[src/rtl/march_pkg.sv]
package march_pkg;

  typedef enum logic [2:0] {
    EL_INIT_W0 = 3'd0,
    EL_UP_R0W1 = 3'd1,
    EL_UP_R1W0 = 3'd2,
    EL_DN_R0W1 = 3'd3,
    EL_DN_R1W0 = 3'd4,
    EL_UP_R0   = 3'd5
  } elem_e;

  // element has a read operation
  function automatic logic el_reads(elem_e e);
    return (e != EL_INIT_W0);
  endfunction

  // element has a write operation
  function automatic logic el_writes(elem_e e);
    return (e != EL_UP_R0);
  endfunction

  // element sweeps from the top address down
  function automatic logic el_down(elem_e e);
    return (e == EL_DN_R0W1) || (e == EL_DN_R1W0);
  endfunction

  // background bit expected by the read of the element
  function automatic logic el_rd_val(elem_e e);
    return (e == EL_UP_R1W0) || (e == EL_DN_R1W0);
  endfunction

  // background bit written by the element
  function automatic logic el_wr_val(elem_e e);
    return (e == EL_UP_R0W1) || (e == EL_DN_R0W1);
  endfunction

  function automatic elem_e el_next(elem_e e);
    case (e)
      EL_INIT_W0: return EL_UP_R0W1;
      EL_UP_R0W1: return EL_UP_R1W0;
      EL_UP_R1W0: return EL_DN_R0W1;
      EL_DN_R0W1: return EL_DN_R1W0;
      EL_DN_R1W0: return EL_UP_R0;
      default:    return EL_UP_R0;
    endcase
  endfunction

endpackage

[src/rtl/march_seq.sv]
module march_seq
  import march_pkg::*;
#(
  parameter int ADDR_W = 10,
  parameter int DATA_W = 32
) (
  input  logic              clk,
  input  logic              rst,
  input  logic              go,
  input  logic              abort,
  output logic              active,
  output logic [ADDR_W-1:0] op_addr,
  output logic              op_we,
  output logic [DATA_W-1:0] op_wdata,
  output logic              op_rd,
  output logic              op_rd_val,
  output elem_e             op_elem,
  output logic              op_last
);

  localparam logic [ADDR_W-1:0] ADDR_TOP = {ADDR_W{1'b1}};

  logic              ph_q;      // 0: read slot, 1: write slot of a pair
  logic              cur_pair;
  logic              cur_end;
  logic              n_active;
  elem_e             n_elem;
  logic [ADDR_W-1:0] n_addr;
  logic              n_ph;
  logic              n_is_wr;

  always_comb begin
    cur_pair = el_reads(op_elem) && el_writes(op_elem);
    cur_end  = el_down(op_elem) ? (op_addr == '0) : (op_addr == ADDR_TOP);
    n_active = active;
    n_elem   = op_elem;
    n_addr   = op_addr;
    n_ph     = ph_q;
    if (go) begin
      n_active = 1'b1;
      n_elem   = EL_INIT_W0;
      n_addr   = '0;
      n_ph     = 1'b0;
    end else if (active) begin
      if (abort) begin
        n_active = 1'b0;
      end else if (cur_pair && !ph_q) begin
        n_ph = 1'b1;
      end else begin
        n_ph = 1'b0;
        if (!cur_end) begin
          n_addr = el_down(op_elem) ? op_addr - 1'b1 : op_addr + 1'b1;
        end else if (op_elem == EL_UP_R0) begin
          n_active = 1'b0;
        end else begin
          n_elem = el_next(op_elem);
          n_addr = el_down(el_next(op_elem)) ? ADDR_TOP : '0;
        end
      end
    end
    n_is_wr = el_writes(n_elem) && (!el_reads(n_elem) || n_ph);
  end

  always_ff @(posedge clk) begin
    if (rst) begin
      active    <= 1'b0;
      op_elem   <= EL_INIT_W0;
      op_addr   <= '0;
      ph_q      <= 1'b0;
      op_we     <= 1'b0;
      op_wdata  <= '0;
      op_rd     <= 1'b0;
      op_rd_val <= 1'b0;
      op_last   <= 1'b0;
    end else begin
      active    <= n_active;
      op_elem   <= n_elem;
      op_addr   <= n_addr;
      ph_q      <= n_ph;
      op_we     <= n_active && n_is_wr;
      op_wdata  <= {DATA_W{el_wr_val(n_elem)}};
      op_rd     <= n_active && !n_is_wr;
      op_rd_val <= el_rd_val(n_elem);
      op_last   <= n_active && (n_elem == EL_UP_R0) && (n_addr == ADDR_TOP);
    end
  end

endmodule

[src/rtl/march_cmp.sv]
module march_cmp
  import march_pkg::*;
#(
  parameter int ADDR_W       = 10,
  parameter int DATA_W       = 32,
  parameter bit STOP_ON_FAIL = 1'b0
) (
  input  logic              clk,
  input  logic              rst,
  input  logic              go,
  input  logic              op_rd,
  input  logic              op_rd_val,
  input  elem_e             op_elem,
  input  logic [ADDR_W-1:0] op_addr,
  input  logic              op_last,
  input  logic [DATA_W-1:0] rd_data,
  output logic              pend,
  output logic              abort,
  output logic              fail,
  output logic [ADDR_W-1:0] fail_addr,
  output logic [2:0]        fail_elem,
  output logic              done
);

  logic              exp_q;
  logic [2:0]        elem_q;
  logic [ADDR_W-1:0] addr_q;
  logic              last_q;
  logic              mism;
  logic              first_hit;

  assign mism      = pend && (rd_data != {DATA_W{exp_q}});
  assign first_hit = mism && !fail;

  generate
    if (STOP_ON_FAIL) begin : g_stop
      assign abort = first_hit;
    end else begin : g_run_on
      assign abort = 1'b0;
    end
  endgenerate

  // read tag pipeline: aligned with the RAM's one-cycle read latency
  always_ff @(posedge clk) begin
    if (rst) begin
      pend   <= 1'b0;
      exp_q  <= 1'b0;
      elem_q <= '0;
      addr_q <= '0;
      last_q <= 1'b0;
    end else begin
      pend   <= op_rd;
      exp_q  <= op_rd_val;
      elem_q <= op_elem;
      addr_q <= op_addr;
      last_q <= op_last;
    end
  end

  always_ff @(posedge clk) begin
    if (rst) begin
      fail      <= 1'b0;
      fail_addr <= '0;
      fail_elem <= '0;
      done      <= 1'b0;
    end else if (go) begin
      fail <= 1'b0;
      done <= 1'b0;
    end else begin
      if (first_hit) begin
        fail      <= 1'b1;
        fail_addr <= addr_q;
        fail_elem <= elem_q;
      end
      if ((pend && last_q) || abort) begin
        done <= 1'b1;
      end
    end
  end

endmodule

[src/rtl/march_engine.sv]
module march_engine
  import march_pkg::*;
#(
  parameter int ADDR_W       = 10,
  parameter int DATA_W       = 32,
  parameter bit STOP_ON_FAIL = 1'b0
) (
  input  logic              clk,
  input  logic              rst,
  input  logic              start,
  output logic              done,
  output logic              fail,
  output logic [ADDR_W-1:0] fail_addr,
  output logic [2:0]        fail_elem,
  output logic              mem_en,
  output logic              mem_we,
  output logic [ADDR_W-1:0] mem_addr,
  output logic [DATA_W-1:0] mem_wdata,
  input  logic [DATA_W-1:0] mem_rdata
);

  logic  go;
  logic  abort;
  logic  pend;
  logic  op_rd;
  logic  op_rd_val;
  logic  op_last;
  elem_e op_elem;

  // a start is taken only when neither operations nor a compare are in flight
  assign go = start && !mem_en && !pend;

  march_seq #(
    .ADDR_W(ADDR_W),
    .DATA_W(DATA_W)
  ) u_seq (
    .clk      (clk),
    .rst      (rst),
    .go       (go),
    .abort    (abort),
    .active   (mem_en),
    .op_addr  (mem_addr),
    .op_we    (mem_we),
    .op_wdata (mem_wdata),
    .op_rd    (op_rd),
    .op_rd_val(op_rd_val),
    .op_elem  (op_elem),
    .op_last  (op_last)
  );

  march_cmp #(
    .ADDR_W      (ADDR_W),
    .DATA_W      (DATA_W),
    .STOP_ON_FAIL(STOP_ON_FAIL)
  ) u_cmp (
    .clk      (clk),
    .rst      (rst),
    .go       (go),
    .op_rd    (op_rd),
    .op_rd_val(op_rd_val),
    .op_elem  (op_elem),
    .op_addr  (mem_addr),
    .op_last  (op_last),
    .rd_data  (mem_rdata),
    .pend     (pend),
    .abort    (abort),
    .fail     (fail),
    .fail_addr(fail_addr),
    .fail_elem(fail_elem),
    .done     (done)
  );

endmodule

[config.mk]
export PLATFORM = sky130hd
export DESIGN_NAME = march_engine
export DESIGN_NICKNAME = d
export VERILOG_FILES = /design/src/rtl/march_pkg.sv /design/src/rtl/march_seq.sv /design/src/rtl/march_cmp.sv /design/src/rtl/march_engine.sv
export SDC_FILE = /design/constraint.sdc
export NUM_CORES = 1
export LEC_CHECK = 0
export ABC_AREA = 0
export BUFFER_PORTS_ARGS = -buffer_cell sky130_fd_sc_hd__buf_2
export CORE_MARGIN = 2
export CORE_UTILIZATION = 54
export DETAILED_ROUTE_END_ITERATION = 10
export PLACE_DENSITY = 0.93
export SETUP_SLACK_MARGIN = 0.2
export SLEW_MARGIN = 10
export SYNTH_ARGS = -nofsm -noshare
export SYNTH_HDL_FRONTEND = slang
export SYNTH_SLANG_ARGS = --single-unit
[constraint.sdc]
create_clock -name clk -period 5.9 [get_ports clk]
set_clock_uncertainty 0.2 [all_clocks]
set_input_delay 0.59 -clock clk [delete_from_list [all_inputs] [get_ports clk]]
set_output_delay 0.59 -clock clk [all_outputs]
set_load 0.01 [all_outputs]
==> results.txt <==
status - complete, no violations
Sink Count - 51
Final Non-Filler Cells - 447
Peak supply drop - 0.000154 V
row cnt - 26
RSZ-0062 raised after global routing - no
Clock Root Buffer - clkbuf_8
cts bufs inserted - 5
Area Growth Syn to Fin - 13.9%
Finished Core Util - 63.2%
die area - 0.00577 sq mm
Die W - 75.9 microns
largest net degree at the start of global routing - 38
Avg Inst Size Synth - 8.71 sq um
Pleak - 1.56 nW
Setup TNS - 0 ns
initial drt markers - 157
required time worst endpoint - 5.92 ns
antenna cell count - 0
EDFF count, synth - 0
Final nets - 422
Min-Delay Endpoint - u_cmp.pend
Initial Util - 55.4%
Total GRT Usage - 22.1%
Max Slew Vio Count - 0
sequential share of the synthesized area - 36.5%
fin crit period - 4.30 ns
crit path kind - register to register
via count - 2533
endpoints failing setup - 0
first-pass GRT wire length - 10700 microns
ys flop type - dfxtp_1
Clock Path Buffers - 2
Worst setup EP type - register
core footprint - 0.00504 sq mm
layout cells sized above 1 - 28.4%
fin area - 0.00318 sq mm
relative slew slack - 33.5%
Post-CTS Setup Bufs - 0
worst reg2reg path depth - 10
Hold Crit Depth - 1
initial antenna violation count - 0
die extent in y - 75.9 microns
count of hold buffers inserted by post-cts repair - 0
Worst path max stage delay - 0.81 ns
Initial DRT Pass Iterations - 5
Hold WC Path Type - register to register
Clock Latency Late Sink - 0.30 ns
drt drc - 0
Critical Path, Cell by Cell - nor3b_2 > or2_0 > ha_1 > a21oi_1 > a21boi_0 > o221ai_1 > a32oi_1 > or4_1 > nor4_1 > nor4b_2
P per Cell Area - 210 mW/mm^2
Power, Total - 0.667 mW
worst hold start - u_seq.op_rd
most area-consuming cells after synthesis - dfxtp_1 37%, buf_4 8.3%, mux2i_1 5.0%
post-synthesis async set-or-reset flop share - 0%
placed cell count - 439
Via density - 5.67
Fmax - 233 MHz
top cell type's share of synthesized area - 36.5%
I/O Buffers - 93
post-route ant nets - 0
reg-to-reg setup timing slack - 1.60 ns
R2R Path End - u_seq.op_last
post-cts gate resize count - 0
IO Count - 94
Final period util - 72.9%
vias in the first global route - 2412
placed inst area - 0.00305 sq mm
unique cell type count in the Yosys netlist - 54
Total Routed Length - 6320 microns
placer congestion estimate - 0.945
dpl ws - 1.72 ns
clock slew at reported path FFs - 0.09 ns
syn_nets - 367
flops & latches, synth - 51
grt total ovfl - 0
Warnings, synthesis - 0
Fin. Hold Viols - 0
CP max FO - 17
Startpoint Class - register
Hold WS - 0.250 ns
Cells after Synth - 321
Final WS setup - 1.60 ns
Max Cap Violations - 0
CTS tree - built
Crit-path slowest cell - or2_0
Post-Syn Area - 0.00280 sq mm
post-synth top area cell - dfxtp_1
H-tree Lvls - 2
HPWL after DPL - 4730 microns
Worst Path Arrival - 4.32 ns
worst slew pin tran - 0.997 ns
Critical R2R Launch - u_seq.op_elem[2]
post-DR wirelength/cell - 14.1 microns
[report_power, final]
part	leakage [nW]	switching, mW	internal (mW)	total, mW
registers	0.411	0.00296	0.346	0.349
logic	1.09	0.0254	0.0167	0.0421
clock network	0.0654	0.107	0.169	0.276
total	1.56	0.135	0.532	0.667
[sequential cells by signal (all words and copies together), names as in the netlist, 3 cells and up]
name	cells
u_seq.op_addr	10
u_cmp.fail_addr	10
u_cmp.fail_elem	3
u_cmp.addr_q	10
u_seq.op_elem	3
u_cmp.elem_q	3
[Yosys cell counts (all sizes together) (3+ instances only)]
cell	instances
xnor2	4
a22oi	4
nor4	8
o211ai	4
nand2	14
buf	37
nor2b	18
nand3	10
mux2i	14
o31a	3
a21oi	12
nand4	6
dfxtp	51
a32oi	3
nor2	37
inv	3
o21ai	8
a21o	5
and2	5
ha	10
nor3	10
or4	5
clkbuf	8
a31oi	7
[worst max-delay path, delay by kind of cell, from the launching register on]
family          cells  cell delay (ns)
flops               1             0.60
fa+ha+maj           1             0.40
simple gates        5             2.29
compound gates      4             0.73
[cell families (layout without fill, tap and decap cells)]
| logic type | count (synthesis) | after routing | share of synthesized area (%) |
|---|---|---|---|
| muxes | 15 | 15 | 5.42 |
| xor gates and xnor gates | 6 | 6 | 1.88 |
| adders and majority gates | 11 | 11 | 5.19 |
| DFF | 51 | 51 | 36.5 |
| buffers and inverters | 48 | 104 | 11.0 |
| AOI/OAI and AO/OA | 64 | 64 | 16.1 |
| and+or+nand+nor | 126 | 126 | 23.9 |
[how the worst max path moves through the flow]
stage	start	endpoint	slack, ns	depth (start not counted)
after detailed placement	u_seq.op_elem[2]	u_seq.op_last	1.72	10
after global placement	u_seq.op_elem[2]	u_seq.op_last	1.84	10
after global routing	u_seq.op_elem[2]	u_seq.op_last	1.28	10
final	u_seq.op_elem[2]	u_seq.op_last	1.60	10
after floorplan	u_seq.op_elem[2]	u_seq.op_last	2.72	11
after CTS	u_seq.op_elem[2]	u_seq.op_last	1.69	10
[placed cells by master (no fill, tap or decap), drive strengths merged, types with 5 or more instances in the layout]
cell | netlist | final
a21o | 5 | 5
a21oi | 12 | 12
a31oi | 7 | 7
and2 | 5 | 5
buf | 37 | 93
clkbuf | 8 | 6
dfxtp | 51 | 51
ha | 10 | 10
mux2i | 14 | 14
nand2 | 14 | 14
nand3 | 10 | 10
nand4 | 6 | 6
nor2 | 37 | 37
nor2b | 18 | 18
nor3 | 10 | 10
nor4 | 8 | 8
o21ai | 8 | 8
or4 | 5 | 5
[final cells by class]
class | instances | area [sq um]
Fill cell | 412 | 1860
Tap cell | 70 | 87.6
Sequential cell | 51 | 1020
Timing Repair Buffer | 93 | 465
Inverter | 3 | 11.3
Clock inverter | 2 | 60.1
Clock buffer | 6 | 72.6
Multi-Input combinational cell | 222 | 1470
[per-layer routing]
metal	GRT usage [%]	vias to the layer above	routed length (microns)
met5	0	-	0
met1	26.6	1159	2590
met4	8.91	0	96
met2	38.9	119	3110
met3	4.05	11	511
li1	-	1244	-
(Power assumes the default switching activity.)
